$ cat src/rtl/tmr_pkg.sv
package tmr_pkg;
   typedef enum logic [2:0] {
      A_CTRL = 3'd0,
      A_STAT = 3'd1,
      A_CNTH = 3'd2,
      A_CNTL = 3'd3,
      A_CAPH = 3'd4,
      A_CAPL = 3'd5,
      A_CMPH = 3'd6,
      A_CMPL = 3'd7
   } tmr_addr_e;

   typedef struct packed {
      logic cmp_ie;
      logic cap_ie;
      logic cmp_lvl;
      logic cap_rise;
   } tmr_ctrl_t;

   localparam int unsigned CTRL_W = $bits(tmr_ctrl_t);
endpackage

$ cat src/rtl/tmr_counter.sv
module tmr_counter #(
   parameter int unsigned W   = 16,
   parameter logic [W-1:0] RST = 16'hFFFC
) (
   input  logic         clk,
   input  logic         rst_n,
   input  logic         tick_i,
   input  logic         stop_i,
   output logic [W-1:0] cnt_o,
   output logic         step_o
);
   assign step_o = tick_i & ~stop_i;

   always_ff @(posedge clk or negedge rst_n) begin
      if (!rst_n)      cnt_o <= RST;
      else if (step_o) cnt_o <= cnt_o + 1'b1;
   end

   assert_step_R2: assert property (@(posedge clk) disable iff (!rst_n)
      tick_i && !stop_i |=> cnt_o == $past(cnt_o) + 1'b1);

   assert_stop_hold_R4: assert property (@(posedge clk) disable iff (!rst_n)
      stop_i |=> $stable(cnt_o));
endmodule

$ cat src/rtl/tmr_capture.sv
module tmr_capture #(
   parameter int unsigned W        = 16,
   parameter int unsigned CAP_SYNC = 0
) (
   input  logic         clk,
   input  logic         rst_n,
   input  logic         pin_i,
   input  logic         rise_i,
   input  logic         stop_i,
   input  logic         wake_irq_i,
   input  logic [W-1:0] cnt_i,
   input  logic         stat_rd_i,
   input  logic         lo_rd_i,
   output logic [W-1:0] cap_o,
   output logic         flag_o
);
   logic         pin_s, pin_q, hit;
   logic [W-1:0] hold_q;
   logic         pend_q, stop_q, arm_q, leave_ok;

   generate
      if (CAP_SYNC == 1) begin : g_sync
         logic sync_q;
         always_ff @(posedge clk or negedge rst_n) begin
            if (!rst_n) sync_q <= 1'b0;
            else        sync_q <= pin_i;
         end
         assign pin_s = sync_q;
      end else begin : g_direct
         assign pin_s = pin_i;
      end
   endgenerate

   always_ff @(posedge clk or negedge rst_n) begin
      if (!rst_n) begin
         pin_q  <= 1'b0;
         stop_q <= 1'b0;
      end else begin
         pin_q  <= pin_s;
         stop_q <= stop_i;
      end
   end

   assign hit      = rise_i ? (pin_s & ~pin_q) : (~pin_s & pin_q);
   assign leave_ok = stop_q & ~stop_i & pend_q & wake_irq_i;

   always_ff @(posedge clk or negedge rst_n) begin
      if (!rst_n) begin
         pend_q <= 1'b0;
         hold_q <= '0;
      end else if (stop_i) begin
         if (hit && !pend_q) begin
            pend_q <= 1'b1;
            hold_q <= cnt_i;
         end
      end else begin
         pend_q <= 1'b0;
      end
   end

   always_ff @(posedge clk or negedge rst_n) begin
      if (!rst_n) begin
         cap_o  <= '0;
         flag_o <= 1'b0;
         arm_q  <= 1'b0;
      end else begin
         if (lo_rd_i && arm_q)          arm_q <= 1'b0;
         else if (stat_rd_i && flag_o)  arm_q <= 1'b1;
         if (leave_ok) begin
            cap_o  <= hold_q;
            flag_o <= 1'b1;
         end else if (hit && !stop_i) begin
            cap_o  <= cnt_i;
            flag_o <= 1'b1;
         end else if (lo_rd_i && arm_q) begin
            flag_o <= 1'b0;
         end
      end
   end

   assert_no_flag_in_stop_R6: assert property (@(posedge clk) disable iff (!rst_n)
      stop_i && !flag_o |=> !flag_o);

   assert_first_edge_kept_R6: assert property (@(posedge clk) disable iff (!rst_n)
      pend_q && stop_i |=> $stable(hold_q));

   assert_flag_rise_outside_stop_R7: assert property (@(posedge clk) disable iff (!rst_n)
      $rose(flag_o) |-> !$past(stop_i));
endmodule

$ cat src/rtl/tmr_compare.sv
module tmr_compare #(
   parameter int unsigned W  = 16,
   parameter int unsigned DW = 8
) (
   input  logic          clk,
   input  logic          rst_n,
   input  logic          step_i,
   input  logic [W-1:0]  cnt_i,
   input  logic          lvl_i,
   input  logic          wr_hi_i,
   input  logic          wr_lo_i,
   input  logic [DW-1:0] wdata_i,
   input  logic          stat_rd_i,
   output logic [W-1:0]  cmp_o,
   output logic          flag_o,
   output logic          pin_o
);
   logic inh_q, arm_q, match;
   logic [W-1:0] cnt_next;

   assign cnt_next = cnt_i + 1'b1;
   assign match    = step_i & ~inh_q & (cnt_next == cmp_o);

   always_ff @(posedge clk or negedge rst_n) begin
      if (!rst_n) begin
         cmp_o <= '1;
         inh_q <= 1'b1;
      end else if (wr_hi_i) begin
         cmp_o[W-1:DW] <= wdata_i;
         inh_q         <= 1'b1;
      end else if (wr_lo_i) begin
         cmp_o[DW-1:0] <= wdata_i;
         inh_q         <= 1'b0;
      end
   end

   always_ff @(posedge clk or negedge rst_n) begin
      if (!rst_n) begin
         flag_o <= 1'b0;
         arm_q  <= 1'b0;
         pin_o  <= 1'b0;
      end else begin
         if (wr_lo_i && arm_q)          arm_q <= 1'b0;
         else if (stat_rd_i && flag_o)  arm_q <= 1'b1;
         if (match) begin
            flag_o <= 1'b1;
            pin_o  <= lvl_i;
         end else if (wr_lo_i && arm_q) begin
            flag_o <= 1'b0;
         end
      end
   end

   assert_no_match_inhibited_R9: assert property (@(posedge clk) disable iff (!rst_n)
      $rose(flag_o) |-> !$past(inh_q));

   assert_match_needs_step_R4: assert property (@(posedge clk) disable iff (!rst_n)
      $rose(flag_o) |-> $past(step_i));
endmodule

$ cat src/rtl/cc_timer.sv
module cc_timer
   import tmr_pkg::*;
#(
   parameter int unsigned DATA_W    = 8,
   parameter int unsigned RST_VALUE = 'hFFFC,
   parameter int unsigned CAP_SYNC  = 0
) (
   input  logic              clk,
   input  logic              rst_n,
   input  logic              tick_i,
   input  logic              wait_i,
   input  logic              stop_i,
   input  logic              stop_wake_irq_i,
   input  logic              cap_pin_i,
   input  logic [2:0]        addr_i,
   input  logic              wr_i,
   input  logic              rd_i,
   input  logic [DATA_W-1:0] wdata_i,
   output logic [DATA_W-1:0] rdata_o,
   output logic              cmp_pin_o,
   output logic              irq_o
);
   localparam int unsigned CNT_W = 2 * DATA_W;

   generate
      if (DATA_W < CTRL_W) begin : g_bad_width
         $error("DATA_W must hold the control register");
      end
      if (CAP_SYNC > 1) begin : g_bad_sync
         $error("CAP_SYNC must be 0 or 1");
      end
   endgenerate

   tmr_addr_e          a;
   tmr_ctrl_t          ctrl_q;
   logic [CNT_W-1:0]   cnt, cap, cmp;
   logic               step, cap_flag, cmp_flag, stat_rd;
   logic [DATA_W-1:0]  cnt_buf, cap_buf;
   logic               cnt_bv, cap_bv;

   assign a       = tmr_addr_e'(addr_i);
   assign stat_rd = rd_i && (a == A_STAT);

   always_ff @(posedge clk or negedge rst_n) begin
      if (!rst_n) begin
         ctrl_q  <= '0;
         cnt_buf <= '0;
         cap_buf <= '0;
         cnt_bv  <= 1'b0;
         cap_bv  <= 1'b0;
      end else begin
         if (wr_i && a == A_CTRL) ctrl_q <= tmr_ctrl_t'(wdata_i[CTRL_W-1:0]);
         if (rd_i) begin
            case (a)
               A_CNTH: begin cnt_buf <= cnt[DATA_W-1:0]; cnt_bv <= 1'b1; end
               A_CNTL: cnt_bv <= 1'b0;
               A_CAPH: begin cap_buf <= cap[DATA_W-1:0]; cap_bv <= 1'b1; end
               A_CAPL: cap_bv <= 1'b0;
               default: ;
            endcase
         end
      end
   end

   tmr_counter #(.W(CNT_W), .RST(CNT_W'(RST_VALUE))) i_cnt (
      .clk(clk), .rst_n(rst_n), .tick_i(tick_i), .stop_i(stop_i),
      .cnt_o(cnt), .step_o(step));

   tmr_capture #(.W(CNT_W), .CAP_SYNC(CAP_SYNC)) i_cap (
      .clk(clk), .rst_n(rst_n), .pin_i(cap_pin_i), .rise_i(ctrl_q.cap_rise),
      .stop_i(stop_i), .wake_irq_i(stop_wake_irq_i), .cnt_i(cnt),
      .stat_rd_i(stat_rd), .lo_rd_i(rd_i && a == A_CAPL),
      .cap_o(cap), .flag_o(cap_flag));

   tmr_compare #(.W(CNT_W), .DW(DATA_W)) i_cmp (
      .clk(clk), .rst_n(rst_n), .step_i(step), .cnt_i(cnt), .lvl_i(ctrl_q.cmp_lvl),
      .wr_hi_i(wr_i && a == A_CMPH), .wr_lo_i(wr_i && a == A_CMPL),
      .wdata_i(wdata_i), .stat_rd_i(stat_rd),
      .cmp_o(cmp), .flag_o(cmp_flag), .pin_o(cmp_pin_o));

   always_comb begin
      case (a)
         A_CTRL:  rdata_o = {{(DATA_W-CTRL_W){1'b0}}, ctrl_q};
         A_STAT:  rdata_o = {{(DATA_W-2){1'b0}}, cmp_flag, cap_flag};
         A_CNTH:  rdata_o = cnt[CNT_W-1:DATA_W];
         A_CNTL:  rdata_o = cnt_bv ? cnt_buf : cnt[DATA_W-1:0];
         A_CAPH:  rdata_o = cap[CNT_W-1:DATA_W];
         A_CAPL:  rdata_o = cap_bv ? cap_buf : cap[DATA_W-1:0];
         A_CMPH:  rdata_o = cmp[CNT_W-1:DATA_W];
         default: rdata_o = cmp[DATA_W-1:0];
      endcase
   end

   assign irq_o = (cap_flag & ctrl_q.cap_ie) | (cmp_flag & ctrl_q.cmp_ie);

   assert_wait_counts_R3: assert property (@(posedge clk) disable iff (!rst_n)
      wait_i && tick_i && !stop_i |=> cnt == $past(cnt) + 1'b1);

   assert_irq_source_R12: assert property (@(posedge clk) disable iff (!rst_n)
      irq_o |-> cap_flag || cmp_flag);
endmodule

$ cat config.mk
export PLATFORM = sky130hd
export DESIGN_NAME = cc_timer
export DESIGN_NICKNAME = d
export VERILOG_FILES = /design/src/rtl/tmr_pkg.sv /design/src/rtl/tmr_counter.sv /design/src/rtl/tmr_capture.sv /design/src/rtl/tmr_compare.sv /design/src/rtl/cc_timer.sv
export SDC_FILE = /design/constraint.sdc
export NUM_CORES = 1
export LEC_CHECK = 0
export ABC_CLOCK_PERIOD_IN_PS = 2900
export BUFFER_PORTS_ARGS = -buffer_cell sky130_fd_sc_hd__buf_2
export CORE_MARGIN = 10
export CORE_UTILIZATION = 50
export CTS_CLUSTER_SIZE = 14
export DETAILED_ROUTE_END_ITERATION = 10
export GPL_TIMING_DRIVEN = 0
export HOLD_SLACK_MARGIN = 0.15
export PLACE_DENSITY = 0.69
export SETUP_SLACK_MARGIN = 0.4
export SLEW_MARGIN = 25
export SYNTH_ARGS = -nofsm -noshare
export SYNTH_HDL_FRONTEND = slang
export SYNTH_SLANG_ARGS = --single-unit
$ cat constraint.sdc
create_clock -name clk -period 2.9 [get_ports clk]
set_clock_uncertainty 0.2 [all_clocks]
set_input_delay 0 -clock clk [delete_from_list [all_inputs] [get_ports clk]]
set_output_delay 0 -clock clk [all_outputs]
set_load 0.02 [all_outputs]
==> summary.txt <==
Yosys
  • Avg Inst Size Synth: 10.7 um2
  • Count of yosys warnings during synthesis: 0
  • Count of state elements after synthesis: 95
  • Cell with the most instances after synthesis: dfrtp_1
  • Distinct cell type count of the synthesized netlist: 56
  • Synthesized netlist cell count: 474
  • Top-area cell type share of the netlist area: 31.7%
  • Cell taking the most area after synthesis: dfrtp_1
  • Netlist area before placement: 5060 um2
  • Post-synthesis net count: 495
  • Sequential cell area fraction in the yosys report: 47.8%
  • Number of enable-type register cells in the synthesized netlist: 0
  • Share of synthesized flip-flops with an asynchronous set or reset: 100%
  • Synth cell count leaders: dfrtp_1 (64), mux2_2 (58), nand2_1 (46), nor2_1 (34), mux2i_1 (32)
  • Synth area leaders: dfrtp_1 (32%), dfstp_2 (16%), mux2_2 (13%)
  • Ys flop type: dfrtp_1

Clock network
  • Clock tree from TritonCTS: built
  • Clock slew at reported path FFs: 0.10 ns
  • Number of buffers on the longest clock path: 2
  • Insertion delay to the later sink of the worst-skew pair: 0.38 ns
  • Maximum level of the CTS H-tree: 3
  • TritonCTS buffer count: 9
  • Master cell of the clock root buffer: clkbuf_8
  • Number of sinks driven by the clock tree: 95

Floorplanning
  • Die X: 121 um
  • Top-level I/O count: 30
  • Std cell rows: 36
  • Placeable core region: 9820 um2
  • Die height: 121 um
  • Effective utilization at floorplan: 51.5%
  • Overall die area: 14500 um2

Setup path
  • Worst Path Class, Setup: flop to flop
  • Highest cell delay on the worst timing path: 0.54 ns
  • Crit Path Max Fanout: 10
  • Critical Path, Cell by Cell: buf_8 -> nand4_1 -> nor4_4 -> xnor2_1 -> a211oi_2 -> nor4_2 -> nand4_1 -> mux2_4
  • Critical Path AT: 2.67 ns
  • Cell type of the slowest stage on the worst timing path: dfstp_2
  • Capturing element type of the critical path: flop
  • Critical path's top delay family: simple AND/OR/NAND/NOR gates
  • Critical Path Most Common Cell: nand4_1
  • Crit path buf inv count: 1
  • Sort of element at the start of the critical path: flop
  • Setup slack of the worst register-to-register path: 0.30 ns
  • Required time reported for the critical path endpoint: 2.97 ns

Cells and area
  • Layout overhead on the synthesized area: 21.5%
  • Number of nets in the finished design: 571
  • Post-route insts no fill: 688
  • Number of antenna repair diodes: 0
  • Filler instances: 793
  • Fraction of final layout cells with drive strength greater than 1: 32.8%
  • Combined flip-flop and latch cell area: 2420 um2
  • Multi-input combinational cell area: 2580 um2

Min path
  • Type of the worst min-delay path: input pin to flop

Timing
  • Maximum clock rate: 384 MHz
  • Portion of the clock cycle consumed by the worst path in the final layout: 89.8%
  • Final critical path time including I/O delays and setup: 2.60 ns
  • Max Transition Viols Final: 0
  • Unrepaired setup endpoints after global routing: true
  • Setup-violating endpoint count in the final report: 0
  • Final number of hold-violating endpoints: 0
  • Worst Max-Slew Pin Slew: 0.782 ns
  • Relative slew slack: 47.6%

Placed design
  • Placed wire-length estimate: 9.40 mm
  • Global placement routability congestion: 0.896
  • Number of port buffers: 27
  • Number of placed instances with taps included: 635

GRT
  • Wire length of the first global-routing pass: 21.6 mm
  • Leftover overflow at the end of global routing: 0
  • Largest net degree at the start of global routing: 63
  • Number of global-route vias before repair: 4027
  • Initial antenna violation count: 0
  • Overall Global Routing Usage: 19.2%

Drt
  • Total number of vias: 4033
  • Routed vias/inst: 5.86
  • Routed WL per cell: 20.2 um
  • TritonRoute pass-1 iters: 5
  • Number of routed nets with antenna violations: 0
  • Number of DRC markers in iteration 0: 401
  • Drt drc: 0
  • WL final: 13.9 mm

Status
  • Outcome: finished, final reports clean

Pwr
  • Total Power: 4.23 mW
  • Total power density per cell area: 688 nW/um2
  • Static leakage: 2.74 nW
  • Maximum vdd drop: 0.279 mV

Run
  • Number of max-cap violations: 0
-- where the power goes --
part	total, mW	switching [mW]	internal [mW]
clock	1.02	0.515	0.505
sequential	1.92	0.251	1.67
combinational	1.29	0.677	0.610
total	4.23	1.44	2.78
-- final cells by class --
class                           count  area share, %
Buffer                             32           3.73
Multi-Input combinational cell    344           42.1
Inverter                            3          0.183
Clock buffer                       10           2.08
Sequential cell                    95           39.3
Tap cell                          133           2.71
Clock inverter                      6           1.63
Timing Repair Buffer               65           8.29
-- state kept, by name, summed over array words and instances, names as in the netlist --
name / count
i_cap.hold_q: 16
i_cmp.pin_o: 1
i_cmp.flag_o: 1
i_cap.arm_q: 1
cnt_buf: 8
i_cmp.cmp_o: 16
i_cap.flag_o: 1
i_cmp.arm_q: 1
i_cmp.inh_q: 1
cap_buf: 8
i_cnt.cnt_o: 16
i_cap.stop_q: 1
cap_bv: 1
i_cap.pin_q: 1
i_cap.cap_o: 16
ctrl_q: 4
cnt_bv: 1
i_cap.pend_q: 1
-- placed cells by master, fill, tap and decap left out, drive strengths merged, types with 12 or more instances in the layout --
cell type	instances
xor2	14
clkbuf	28
nor2	35
xnor2	21
mux2	59
a21oi	20
nand2	47
dfstp	31
buf	54
o21ai	25
dlygate4sd3	25
mux2i	32
nand3	12
dfrtp	64
-- stage by stage --
| step | TNS (ns) | setup WS, ns | area, um2 | hold WS (ns) | utilization (%) |
|---|---|---|---|---|---|
| 4_1_cts | 0 | 0.357 | 6040 | 0.193 | 61.5 |
| 5_1_grt | 0 | 0.169 | 6150 | 0.230 | 62.6 |
| 3_5_place_dp | -0.102 | -0.102 | 5390 | -0.291 | 54.9 |
| 3_3_place_gp | -0.0127 | -0.0127 | 5360 | -0.0629 | 54.6 |
| 2_1_floorplan | 0 | 0.402 | 5060 | -0.496 | - |
| 6_report | 0 | 0.295 | 6150 | 0.211 | 62.6 |
-- worst reg2reg max path: stages, from the launching register on --
cell	delay, ns
dfstp_2	0.54
buf_8	0.14
nand4_1	0.18
nor4_4	0.29
xnor2_1	0.18
a211oi_2	0.11
nor4_2	0.28
nand4_1	0.22
mux2_4	0.35
-- layer usage --
layer / GRT usage, % / part of all wire, % / up-vias
li1: - / - / 1837
met1: 23.9 / 43 / 2010
met2: 31.1 / 48 / 157
met3: 3.40 / 6.2 / 29
met4: 10.0 / 2.6 / 0
met5: 0 / 0 / -
-- kinds of logic (layout without fill, tap and decap cells) --
group	Yosys count	count (layout)	share of synthesized area [%]
AND/OR/NAND/NOR	137	137	13.1
AO/OA/AOI/OAI	80	80	9.87
XOR/XNOR	35	35	6.36
adder cells (fa/ha/maj)	1	1	0.247
buffers and inverters	35	116	3.17
flip-flops	95	95	47.8
multiplexers	91	91	19.5
-- what timing repair did --
| item | in CTS | in global routing |
|---|---|---|
| setup buffers | 6 | 6 |
| pin swaps | 5 | 6 |
| hold buffers | 25 | 0 |
| resized for setup | 31 | 23 |
| setup endpoints to repair | 2 | 20 |
| endpoints found under the hold margin | 162 | 0 |
-- path summary, 6_finish.rpt --
check / cells after the start / start / end
setup / recovery: 8 / i_cnt.cnt_o[8]$_DFFE_PN1P_ / i_cmp.pin_o$_DFFE_PN0P_
hold / removal: 3 / wdata_i[6] / i_cmp.cmp_o[14]$_DFFE_PN1P_
setup reg to reg: 8 / i_cnt.cnt_o[8]$_DFFE_PN1P_ / i_cmp.pin_o$_DFFE_PN0P_
hold reg to reg: 2 / i_cmp.inh_q$_DFFE_PN1P_ / i_cmp.inh_q$_DFFE_PN1P_
max in group asynchronous: 4 / rst_n / i_cmp.arm_q$_DFFE_PN0P_
min in group asynchronous: 3 / rst_n / i_cmp.cmp_o[3]$_DFFE_PN1P_
Power figures use the tool's default switching activity.
